<file path="config.mk">
export PLATFORM = sky130hd
export DESIGN_NAME = turbo_hash_stop
export DESIGN_NICKNAME = d
export VERILOG_FILES = /design/src/rtl/hstop_pkg.sv /design/src/rtl/hstop_slicer.sv /design/src/rtl/hstop_sig.sv /design/src/rtl/hstop_judge.sv /design/src/rtl/turbo_hash_stop.sv
export SDC_FILE = /design/constraint.sdc
export NUM_CORES = 1
export LEC_CHECK = 0
export CORE_MARGIN = 1
export CORE_UTILIZATION = 23
export CTS_CLUSTER_SIZE = 40
export DETAILED_ROUTE_END_ITERATION = 8
export GPL_ROUTABILITY_DRIVEN = 0
export PLACE_DENSITY_LB_ADDON = 0.25
export RECOVER_POWER = 50
export SLEW_MARGIN = 40
export SYNTH_ARGS = -nofsm -noshare
export SYNTH_HDL_FRONTEND = slang
export SYNTH_SLANG_ARGS = --single-unit
</file>
<file path="constraint.sdc">
create_clock -name clk -period 1.5 [get_ports clk]
set_input_delay 0.3 -clock clk [delete_from_list [all_inputs] [get_ports clk]]
set_output_delay 0.3 -clock clk [all_outputs]
set_load 0.005 [all_outputs]
</file>
<file path="src/rtl/hstop_pkg.sv">
package hstop_pkg;

   typedef enum logic {
      CONV_NEG_IS_ONE = 1'b0,
      CONV_POS_IS_ONE = 1'b1
   } sign_conv_e;

   localparam int unsigned DEF_HASH_W = 16;
   localparam logic [DEF_HASH_W-1:0] DEF_POLY = 16'h1021;

endpackage

</file>
<file path="src/rtl/hstop_slicer.sv">
module hstop_slicer
   import hstop_pkg::*;
#(
   parameter int unsigned LLR_W = 6,
   parameter sign_conv_e  CONV  = CONV_NEG_IS_ONE
) (
   input  logic [LLR_W-1:0] llr,
   output logic             hard
);
   localparam int unsigned SIGN_B = LLR_W - 1;

   logic nonzero;
   assign nonzero = |llr;

   generate
      if (CONV == CONV_NEG_IS_ONE) begin : g_neg
         assign hard = llr[SIGN_B] & nonzero;
      end else begin : g_pos
         assign hard = ~llr[SIGN_B] & nonzero;
      end
   endgenerate
endmodule

</file>
<file path="src/rtl/hstop_sig.sv">
module hstop_sig #(
   parameter int unsigned       HASH_W = 16,
   parameter logic [HASH_W-1:0] POLY   = 16'h1021,
   parameter logic [HASH_W-1:0] SEED   = '1
) (
   input  logic              clk,
   input  logic              rst_n,
   input  logic              seed_load,
   input  logic              shift_en,
   input  logic              bit_in,
   output logic [HASH_W-1:0] sig
);
   localparam int unsigned TOP = HASH_W - 1;

   logic [HASH_W-1:0] base;
   logic [HASH_W-1:0] stepped;
   logic              fb;

   always_comb begin
      base    = seed_load ? SEED : sig;
      fb      = base[TOP] ^ bit_in;
      stepped = {base[TOP-1:0], 1'b0} ^ ({HASH_W{fb}} & POLY);
   end

   always_ff @(posedge clk or negedge rst_n) begin
      if (!rst_n)        sig <= SEED;
      else if (shift_en) sig <= stepped;
      else               sig <= base;
   end
endmodule

</file>
<file path="src/rtl/hstop_judge.sv">
module hstop_judge #(
   parameter int unsigned HASH_W = 16,
   parameter int unsigned CNT_W  = 5
) (
   input  logic              clk,
   input  logic              rst_n,
   input  logic              blk_start,
   input  logic              hi_end,
   input  logic              hi_natural,
   input  logic [HASH_W-1:0] sig,
   input  logic [CNT_W-1:0]  max_half,
   output logic              stop_req,
   output logic              done_pulse,
   output logic [CNT_W-1:0]  half_count
);
   logic [HASH_W-1:0] saved_sig;
   logic              saved_ok;
   logic [CNT_W-1:0]  cnt_next;
   logic              end_live;
   logic              match;
   logic              at_limit;

   always_comb begin
      cnt_next = half_count + 1'b1;
      end_live = hi_end & ~stop_req;
      match    = hi_natural & saved_ok & (sig == saved_sig);
      at_limit = cnt_next >= max_half;
   end

   always_ff @(posedge clk or negedge rst_n) begin
      if (!rst_n) begin
         saved_sig  <= '0;
         saved_ok   <= 1'b0;
         half_count <= '0;
         stop_req   <= 1'b0;
         done_pulse <= 1'b0;
      end else if (blk_start) begin
         saved_ok   <= 1'b0;
         half_count <= '0;
         stop_req   <= 1'b0;
         done_pulse <= 1'b0;
      end else begin
         done_pulse <= 1'b0;
         if (end_live) begin
            half_count <= cnt_next;
            if (hi_natural) begin
               saved_sig <= sig;
               saved_ok  <= 1'b1;
            end
            if (match || at_limit) begin
               stop_req   <= 1'b1;
               done_pulse <= 1'b1;
            end
         end
      end
   end
endmodule

</file>
<file path="src/rtl/turbo_hash_stop.sv">
module turbo_hash_stop
   import hstop_pkg::*;
#(
   parameter int unsigned       LLR_W  = 6,
   parameter int unsigned       HASH_W = DEF_HASH_W,
   parameter logic [HASH_W-1:0] POLY   = DEF_POLY,
   parameter int unsigned       CNT_W  = 5,
   parameter sign_conv_e        CONV   = CONV_NEG_IS_ONE
) (
   input  logic             clk,
   input  logic             rst_n,
   input  logic             blk_start,
   input  logic             hi_start,
   input  logic             hi_end,
   input  logic             hi_natural,
   input  logic             soft_vld,
   input  logic [LLR_W-1:0] soft_llr,
   input  logic [CNT_W-1:0] max_half,
   output logic             stop_req,
   output logic             done_pulse,
   output logic [CNT_W-1:0] half_count
);
   localparam logic [HASH_W-1:0] SEED = '1;

   generate
      if (HASH_W < 2) begin : g_bad_hash
         $error("HASH_W must be at least 2");
      end
      if (POLY[0] != 1'b1) begin : g_bad_poly
         $error("POLY must include the constant term");
      end
      if (LLR_W < 2) begin : g_bad_llr
         $error("LLR_W must be at least 2");
      end
      if (CNT_W < 2) begin : g_bad_cnt
         $error("CNT_W must be at least 2");
      end
   endgenerate

   logic              hard_bit;
   logic [HASH_W-1:0] sig;

   hstop_slicer #(.LLR_W(LLR_W), .CONV(CONV)) i_slicer (
      .llr  (soft_llr),
      .hard (hard_bit)
   );

   hstop_sig #(.HASH_W(HASH_W), .POLY(POLY), .SEED(SEED)) i_sig (
      .clk       (clk),
      .rst_n     (rst_n),
      .seed_load (hi_start & hi_natural),
      .shift_en  (soft_vld),
      .bit_in    (hard_bit),
      .sig       (sig)
   );

   hstop_judge #(.HASH_W(HASH_W), .CNT_W(CNT_W)) i_judge (
      .clk        (clk),
      .rst_n      (rst_n),
      .blk_start  (blk_start),
      .hi_end     (hi_end),
      .hi_natural (hi_natural),
      .sig        (sig),
      .max_half   (max_half),
      .stop_req   (stop_req),
      .done_pulse (done_pulse),
      .half_count (half_count)
   );
endmodule

</file>
==> results list, run 1 <==
- The flow ran to the end, but the final reports show violations.
- Violations in the final reports: negative setup slack
- Reg2reg path depth: 7
- Power consumption: 0.00274 W
- Power density over cell area: about 1000 mW/mm^2
- Die area: 0.00910 mm^2
* Placed wire-length estimate after detailed placement: 2.67 mm
- Global-route wire length before repair: between 6 and 7 mm
- Along the worst path, the maximum fanout reaches 4.
- In this run the mean area of a mapped cell was 11.8 um^2.
- Maximum operating frequency: 0.628 GHz
- Min Tclk post-route: approximately 1.6 ns
- STA classifies the critical path endpoint as a register.
- Counting every sink on the clock net gives 40.
* Mapped Cells: 170
- Endpoint of the most critical register-to-register path: i_judge.stop_req
- Worst Hold Class: reg2reg
* Top-level port count: 25
- DRC Markers: 0
* Worst hold slack: 0.516 ns
- Summed over its instances, the top area cell type makes up 29.9% of the synthesized netlist area.
- Across every metal layer, demand over resource in global routing totals 9.73%.
- Number of CTS-inserted buffers: 5
- The slowest stage of the critical path belongs to the cell dfrtp_2.
* Pin count of the biggest net entering global routing: 41
- Maximum VDD drop: 327 uV
* Setup-violating endpoint count in the final report: 2
- The first detailed-routing pass took 4 iterations.
* Worst hold endpoint: i_judge.saved_ok
* Area delta synth->final: 36.5%
- The final critical path takes up 106% of the cycle.
- The initial utilization of the core area, before any placement, comes to between 20% and 30%.
- The total overflow left after global routing is 0.
- Routed wirelength normalized by instance count: between 10 and 15 um
- CTS Buffer Depth: 2
* Cell family with most CP delay: flip-flops
- The cell sitting at the root of the clock tree is a clkbuf_8.
- Counting instances, the worst hold path has a depth of 1.
* Clock transition time at the flip-flop clock pins of the worst setup and hold paths: around 0.080 ns
* Worst setup slack before clock tree synthesis: -0.308 ns
- Post-Layout Inst Area: between 0.002 and 0.003 mm^2
- The number of global-route vias before repair came to 1358.
- From left edge to right edge, the die measures about 95 um.
* Launch point of the worst hold path: i_judge.saved_ok
- Site Rows: 33
* Htree depth: 2
- Core area: 0.00834 mm^2
* Clock latency reported for the late side of the worst-skew pair: between 0.2 and 0.3 ns
- When the netlist entered floorplanning its net count stood at between 150 and 200.
* Vias/cell: 4.17
- Reg2reg setup slack: -0.09 ns
- WL final: just over 4 mm
* Slew headroom: between 30% and 40%
- Post-synthesis cell area: 0.00201 mm^2
* Final antenna-violating net count: 0
- The number of buffers and inverters on the critical path is 0.
- On the final layout, the worst clock skew is between 0.006 and 0.007 ns.
- Post-synthesis register bit count: 40
* Arr. time, crit path: 1.77 ns
- Of all cell types, the one taking the most synthesized area is dfrtp_1.
- Port-buffer cells: 19
* Critical R2R Launch: i_judge.half_count[0]
* Critical path's largest stage delay: 0.46 ns
- Count of distinct cell types in the synthesized netlist: 28
- Kind of critical path: reg2reg
* Data required time of the worst path: between 1.5 and 2 ns
- The repair_antennas step left the layout with diodes totalling 0.
- Utilization of the core after routing: 32.8%
- Worst-Margin Slew: 0.908 ns
- Top cells by area, synth: dfrtp_1 30%, dfstp_2 21%, mux2_2 9.0%
* Part of the Yosys area used for sequential elements: between 50% and 60%
- Instance area at placement: roughly 0.0025 mm^2
- Ordered list of cells on the worst path: ha_4 -> xor2_1 -> ha_2 -> a211oi_2 -> o21ai_1 -> o211ai_1 -> nand3_1
- Antenna violations before repair: 0
- The post-route netlist has 36.4% of its cells at a drive strength greater than 1.
* Number of max-slew violations in the final report: 0
- Across all setup checks in the final design, the least slack found is -0.0917 ns.
- The hold violation total from the final report was 0.
- First DRT Iteration DRCs: 28
- RSZ-0062 raised after global routing: yes
- Sort of element at the start of the critical path: register
* Count of max-cap constraint violations: 0
- The critical path starts at i_judge.half_count[0].
- Vias after detailed routing: between 1000 and 1500
* Static Leak: 1.19 nW
- Yosys warnings: 0
- Clock tree from TritonCTS: built
- Final Net Count: 240
- Die height: 95.4 um
per-layer routing:
metal	up-vias	GRT usage, %	part of all wire (%)	routed length, um
li1	665	-	-	-
met1	645	13.0	51	2060
met2	29	15.2	44	1760
met3	4	2.79	4.7	191
met4	0	2.99	0.79	32
met5	-	0	0	0
kinds of logic after synthesis:
kind of cell             synth area share [%]
flip-flops                               50.9
multiplexers                             16.0
adder cells (fa/ha/maj)                  3.74
AO/OA/AOI/OAI                            4.37
AND/OR/NAND/NOR                          10.8
buffers and inverters                    3.31
XOR/XNOR                                 10.9
per-stage QoR:
stage	TNS, ns	std cells
floorplan	-1.27	170
global placement	-5.20	308
detailed placement	-5.55	308
CTS	-0.193	319
global route	-1.28	322
finish	-0.148	322
power by group:
group	total (W)	internal, W	switching (W)
clock network	0.000770	0.000373	0.000397
registers	0.00138	0.00126	0.000127
logic	0.000588	0.000351	0.000237
registers in the layout, indices dropped and copies added (netlist names):
| name | count |
|---|---|
| i_judge.saved_sig | 16 |
| i_judge.half_count | 5 |
| i_sig.sig | 16 |
| i_judge.saved_ok | 1 |
| i_judge.stop_req | 1 |
| i_judge.done_pulse | 1 |
repair_timing:
action,4_1_cts,5_1_grt
endpoints found under the hold margin,24,0
endpoints found under the setup margin,8,20
buffers inserted,2,3
hold buffers,1,0
cloned,0,1
pin swaps,5,4
resized for setup,13,19
layout make-up:
cell class / count / area (um^2)
Clock buffer: 6 / 82.6
Clock inverter: 2 / 15.0
Fill cell: 854 / 5600
Inverter: 6 / 22.5
Multi-Input combinational cell: 117 / 1020
Sequential cell: 40 / 1020
Tap cell: 105 / 131
Timing Repair Buffer: 46 / 440
worst max path at each step:
stage / to / slack, ns / cells past startpoint
6_report: i_judge.stop_req / -0.09 / 7
5_1_grt: i_judge.stop_req / -0.22 / 7
4_1_cts: i_judge.stop_req / -0.11 / 7
3_5_place_dp: i_judge.saved_sig[14] / -0.31 / 5
3_3_place_gp: i_judge.stop_req / -0.30 / 6
2_1_floorplan: i_judge.saved_sig[10] / -0.13 / 5
cell usage after synthesis:
cell type and number:
nand3_1 4, nand4_1 2, mux2_2 16, nand2b_4 1
o211ai_1 1, nand2_1 18, a22oi_1 2, nand2b_1 2
mux2i_1 14, nor4b_2 1, nor3b_4 1, or3_1 2
a211oi_1 1, dfstp_2 16, clkbuf_1 3, a21oi_1 6
dfrtp_1 24, o21ai_0 4, nor2_1 7, xor2_1 19
inv_1 6, xnor2_1 6, nor3_1 1, ha_1 6
a21o_1 1, nor4_1 2, buf_2 2, buf_6 2
layout by cell type, fill, tap and decap left out, types with 2 or more instances in the layout:
| master | n |
|---|---|
| a21oi_1 | 6 |
| a22oi_1 | 2 |
| buf_12 | 2 |
| buf_2 | 2 |
| buf_4 | 19 |
| buf_6 | 3 |
| clkbuf_8 | 6 |
| clkdlybuf4s50_1 | 11 |
| clkinvlp_4 | 2 |
| dfrtp_1 | 22 |
| dfrtp_2 | 2 |
| dfstp_2 | 16 |
| dlygate4sd2_1 | 5 |
| dlymetal6s2s_1 | 2 |
| ha_1 | 3 |
| ha_2 | 2 |
| inv_1 | 6 |
| mux2_2 | 3 |
| mux2_4 | 13 |
| mux2i_1 | 14 |
| nand2_1 | 18 |
| nand2b_1 | 2 |
| nand3_1 | 2 |
| nand3_4 | 2 |
| nand4_1 | 2 |
| nor2_1 | 7 |
| nor4_1 | 2 |
| o21ai_0 | 3 |
| or3_1 | 2 |
| xnor2_1 | 5 |
| xor2_1 | 19 |
Note: power is estimated with default switching activity, not from simulation.
==> run 2, diff against run 1 <==
Settings changed: PLACE_DENSITY_LB_ADDON 0.25 to default, REMOVE_ABC_BUFFERS from default to 1.
==> run 2 against run 1 <==
Net effect:
- the flow still finishes with violations (negative setup slack)
- power shrank 0.10%
- via count up 0.89%
- critical path depth up 1
- clock power down 3.5%
- sequential cell count stayed put
- utilization rose by 0.10 points
- largest power group unchanged
==> results list, run 2 (synthesis gave the netlist of run 1 again) <==
* Maximum operating frequency: 0.587 GHz (-6.5%)
- The maximum number of pins on one net before global-route repair came to 41 (unchanged).
* Reg2reg path depth: 8 (+1)
* Worst-Margin Slew: 0.568 ns (-0.340 ns)
- First DRT Iteration DRCs: 107 (+280%)
- Die height: 95.4 um (unchanged)
- Global-route wire length before repair: 6.62 mm (-0.62%)
* Combinational share of power: 22.2% (+0.8 points)
* Count of TritonRoute iterations in the first routing pass: 4 (unchanged)
* Antenna violations before repair: 0 (unchanged)
- Vias/cell: 4.18 (+0.27%)
* Final Net Count: 242 (+0.83%)
- Launch point of the worst hold path: i_judge.saved_ok
- Instance count along the most critical hold path: 1 (unchanged)
- Clock tree from TritonCTS: built
- The largest incremental delay on the critical path came to 0.46 ns (about the same).
- Sequential share of power: 50.7% (+0.2 points)
- The worst setup path is of the reg2reg kind.
* Routed wirelength normalized by instance count: 12.7 um (+1.1%)
- The vias after detailed routing was 1355 (+0.89%).
- Utilization of the core after routing: 32.9% (+0.10 points)
- The total half-perimeter wirelength after legalization and detailed placement was 2.69 mm (+0.86%).
- Violations in the final reports: negative setup slack
- The largest registers in the layout are i_judge.saved_sig (16), i_sig.sig (16), i_judge.half_count (5).
- The number of buffers created by CTS came to 5 (unchanged).
* Area delta synth->final: 36.9%
- The time the worst path needs with I/O delays and setup was 1.70 ns (+0.111 ns).
* Core area: 0.00834 mm^2 (unchanged)
- Clock latency reported for the late side of the worst-skew pair: 0.29 ns (about the same)
* Commonest cells after routing, fill and taps aside: 22 x dfrtp_1, 20 x buf_4, 19 x xor2_1
- The worst-case register-to-register setup slack came to -0.20 ns (-0.11 ns).
* CTS Buffer Depth: 2 (unchanged)
- The number of rows in the core area is 33 (unchanged).
- The arrival time at the worst endpoint is 1.87 ns (+0.10 ns).
- Post-route worst setup slack: -0.203 ns (-0.111 ns)
- Multi-input gate area: 0.00102 mm^2 (+0.24%)
- Biggest fanout along the worst timing path: 4 (unchanged)
- The hold violation total from the final report is 0 (unchanged).
- Cell Int Power: 0.00200 W (+0.96%)
- The post-CTS clock slew at the launch and capture registers of the worst setup and hold paths was 0.08 ns (about the same).
- Power density over cell area: 997 mW/mm^2 (-0.42%)
- The worst hold path terminates at i_judge.saved_ok.
- The endpoint identified for the worst register-to-register timing path is i_judge.stop_req.
- Ratio of final minimum period to clock period: 114% (+7.4 points)
- Critical R2R Launch: i_judge.half_count[0]
* Slew headroom: 62.1% (+23 points)
- Clk pwr share: 27.1% (-1.0 points)
* Outcome: finished with violations
- DRC Markers: 0 (unchanged)
- The area occupied by registers is 0.00102 mm^2 (unchanged).
- Setup-violating endpoint count in the final report: 2 (unchanged)
* Final setup skew: 0.00411 ns (-0.00236 ns)
- Static Leak: 1.20 nW (+0.92%)
* Top-level port count: 25 (unchanged)
* Final antenna-violating net count: 0 (unchanged)
- The initial cell density of the core is 24.0% (unchanged).
* Number of max-slew violations in the final report: 0 (unchanged)
- The max-cap violation count came to 0 (unchanged).
* Die area: 0.00910 mm^2 (unchanged)
- Critical path capture point type: register
* Overall overflow remaining after global route: 0 (unchanged)
- Net switching power figure: 0.000740 W (-2.9%)
* Port-buffer cells: 19 (unchanged)
- Worst hold slack: 0.505 ns (-0.0107 ns)
- The routed wire length came to 4.12 mm (+1.7%).
* Fraction of layout instances using a drive strength above 1: 36.1% (-0.33 points)
- Cell at the root of the clock tree: clkbuf_8
- RSZ-0062 raised after global routing: yes
- Number of fill cells: 842 (-1.4%)
- Worst Hold Class: reg2reg
* Number of antenna repair diodes: 0 (unchanged)
- The required time at the worst-slack endpoint is 1.67 ns (about the same).
* Most frequent standard cell in the layout excluding fill and tap cells: dfrtp_1
* Switching share of power: 27.0% (-0.77 points)
* Sink Count: 40 (unchanged)
- The H-tree level count was 2 (unchanged).
- Among all stages on the critical path, the largest delay is contributed by dfrtp_2.
* Ordered list of cells on the worst path: buf_6 -> buf_4 -> ha_1 -> nand2b_1 -> a21oi_2 -> o21ai_1 -> o211ai_1 -> nand3_1
* Total routing resource utilization after global routing: 9.60% (-0.14 points)
- Via count of the first global-routing pass: 1382 (+1.8%)
- STA classifies the critical path startpoint as a register.
* Width of the die: 95.4 um (unchanged)
* Maximum VDD drop: 312 uV (-4.5%)
==> run 2: repair_timing <==
action | CTS | global route
hold buffers | 1 | 0
endpoints found under the setup margin | 25 | 19
gates cloned | 0 | 1
setup buffers | 2 | 3
gates resized for setup | 21 | 20
endpoints found under the hold margin | 24 | 0
pin swaps | 6 | 5
==> run 2: final cells by class <==
class | instances | share of cell area (%)
clock buffers | 8 | 3.28
repair buffers | 48 | 16.5
flip-flops and latches | 40 | 37.3
well taps | 105 | 4.78
inverters | 6 | 0.820
multi-input cells | 117 | 37.3
==> run 2: layer usage <==
layer / routed length [um] / part of all wire (%) / up-vias / global-route usage (%)
li1: - / - / 668 / -
met1: 2050 / 50 / 658 / 13.3
met2: 1860 / 45 / 24 / 14.4
met3: 180 / 4.4 / 5 / 2.79
met4: 31 / 0.75 / 0 / 2.99
met5: 0 / 0 / - / 0
==> run 2: per-stage QoR <==
stage / setup TNS, ns / std cells / setup WS, ns / cell area, um^2 / power (W)
finish: -0.373 / 324 / -0.203 / 2750 / 0.00274
global route: -0.746 / 324 / -0.317 / 2750 / 0.00291
CTS: -0.415 / 320 / -0.224 / 2640 / 0.00269
detailed placement: -5.61 / 309 / -0.312 / 2480 / 0.00192
global placement: -5.51 / 309 / -0.305 / 2480 / 0.00191
floorplan: -2.83 / 163 / -0.204 / 1960 / 0.00169
==> run 2: worst max-delay path: cells and delay by family (launching register included) <==
family / cells / cell delay (ns)
flip-flops: 1 / 0.46
AO/OA/AOI/OAI: 3 / 0.36
AND/OR/NAND/NOR: 2 / 0.26
buffers and inverters: 2 / 0.25
adder cells (fa/ha/maj): 1 / 0.25
==> run 2: worst max path at each step <==
stage                          startpoint               endpoint  slack, ns  cells after the start
global route        i_judge.half_count[1]       i_judge.stop_req      -0.32                      8
detailed placement                 hi_end  i_judge.saved_sig[13]      -0.31                      5
global placement                   hi_end  i_judge.saved_sig[14]      -0.30                      5
floorplan                i_judge.stop_req       i_judge.stop_req      -0.20                      5
finish              i_judge.half_count[0]       i_judge.stop_req      -0.20                      8
CTS                 i_judge.half_count[1]       i_judge.stop_req      -0.22                      8
==> run 2: power by group through the flow <==
| stage | Clock, W | Sequential, W | Combinational [W] |
|---|---|---|---|
| after floorplan | 0 | 0.00137 | 0.000317 |
| after global routing | 0.000820 | 0.00141 | 0.000679 |
| final | 0.000743 | 0.00139 | 0.000607 |
| after CTS | 0.000767 | 0.00138 | 0.000545 |
| after detailed placement | 0 | 0.00140 | 0.000530 |
| after global placement | 0 | 0.00139 | 0.000518 |
==> run 3, diff against run 2 <==
Settings changed: HOLD_SLACK_MARGIN from default to 0.08.
==> results of run 3 <==
The final DEF is identical to that of run 2; final timing and power are the same.
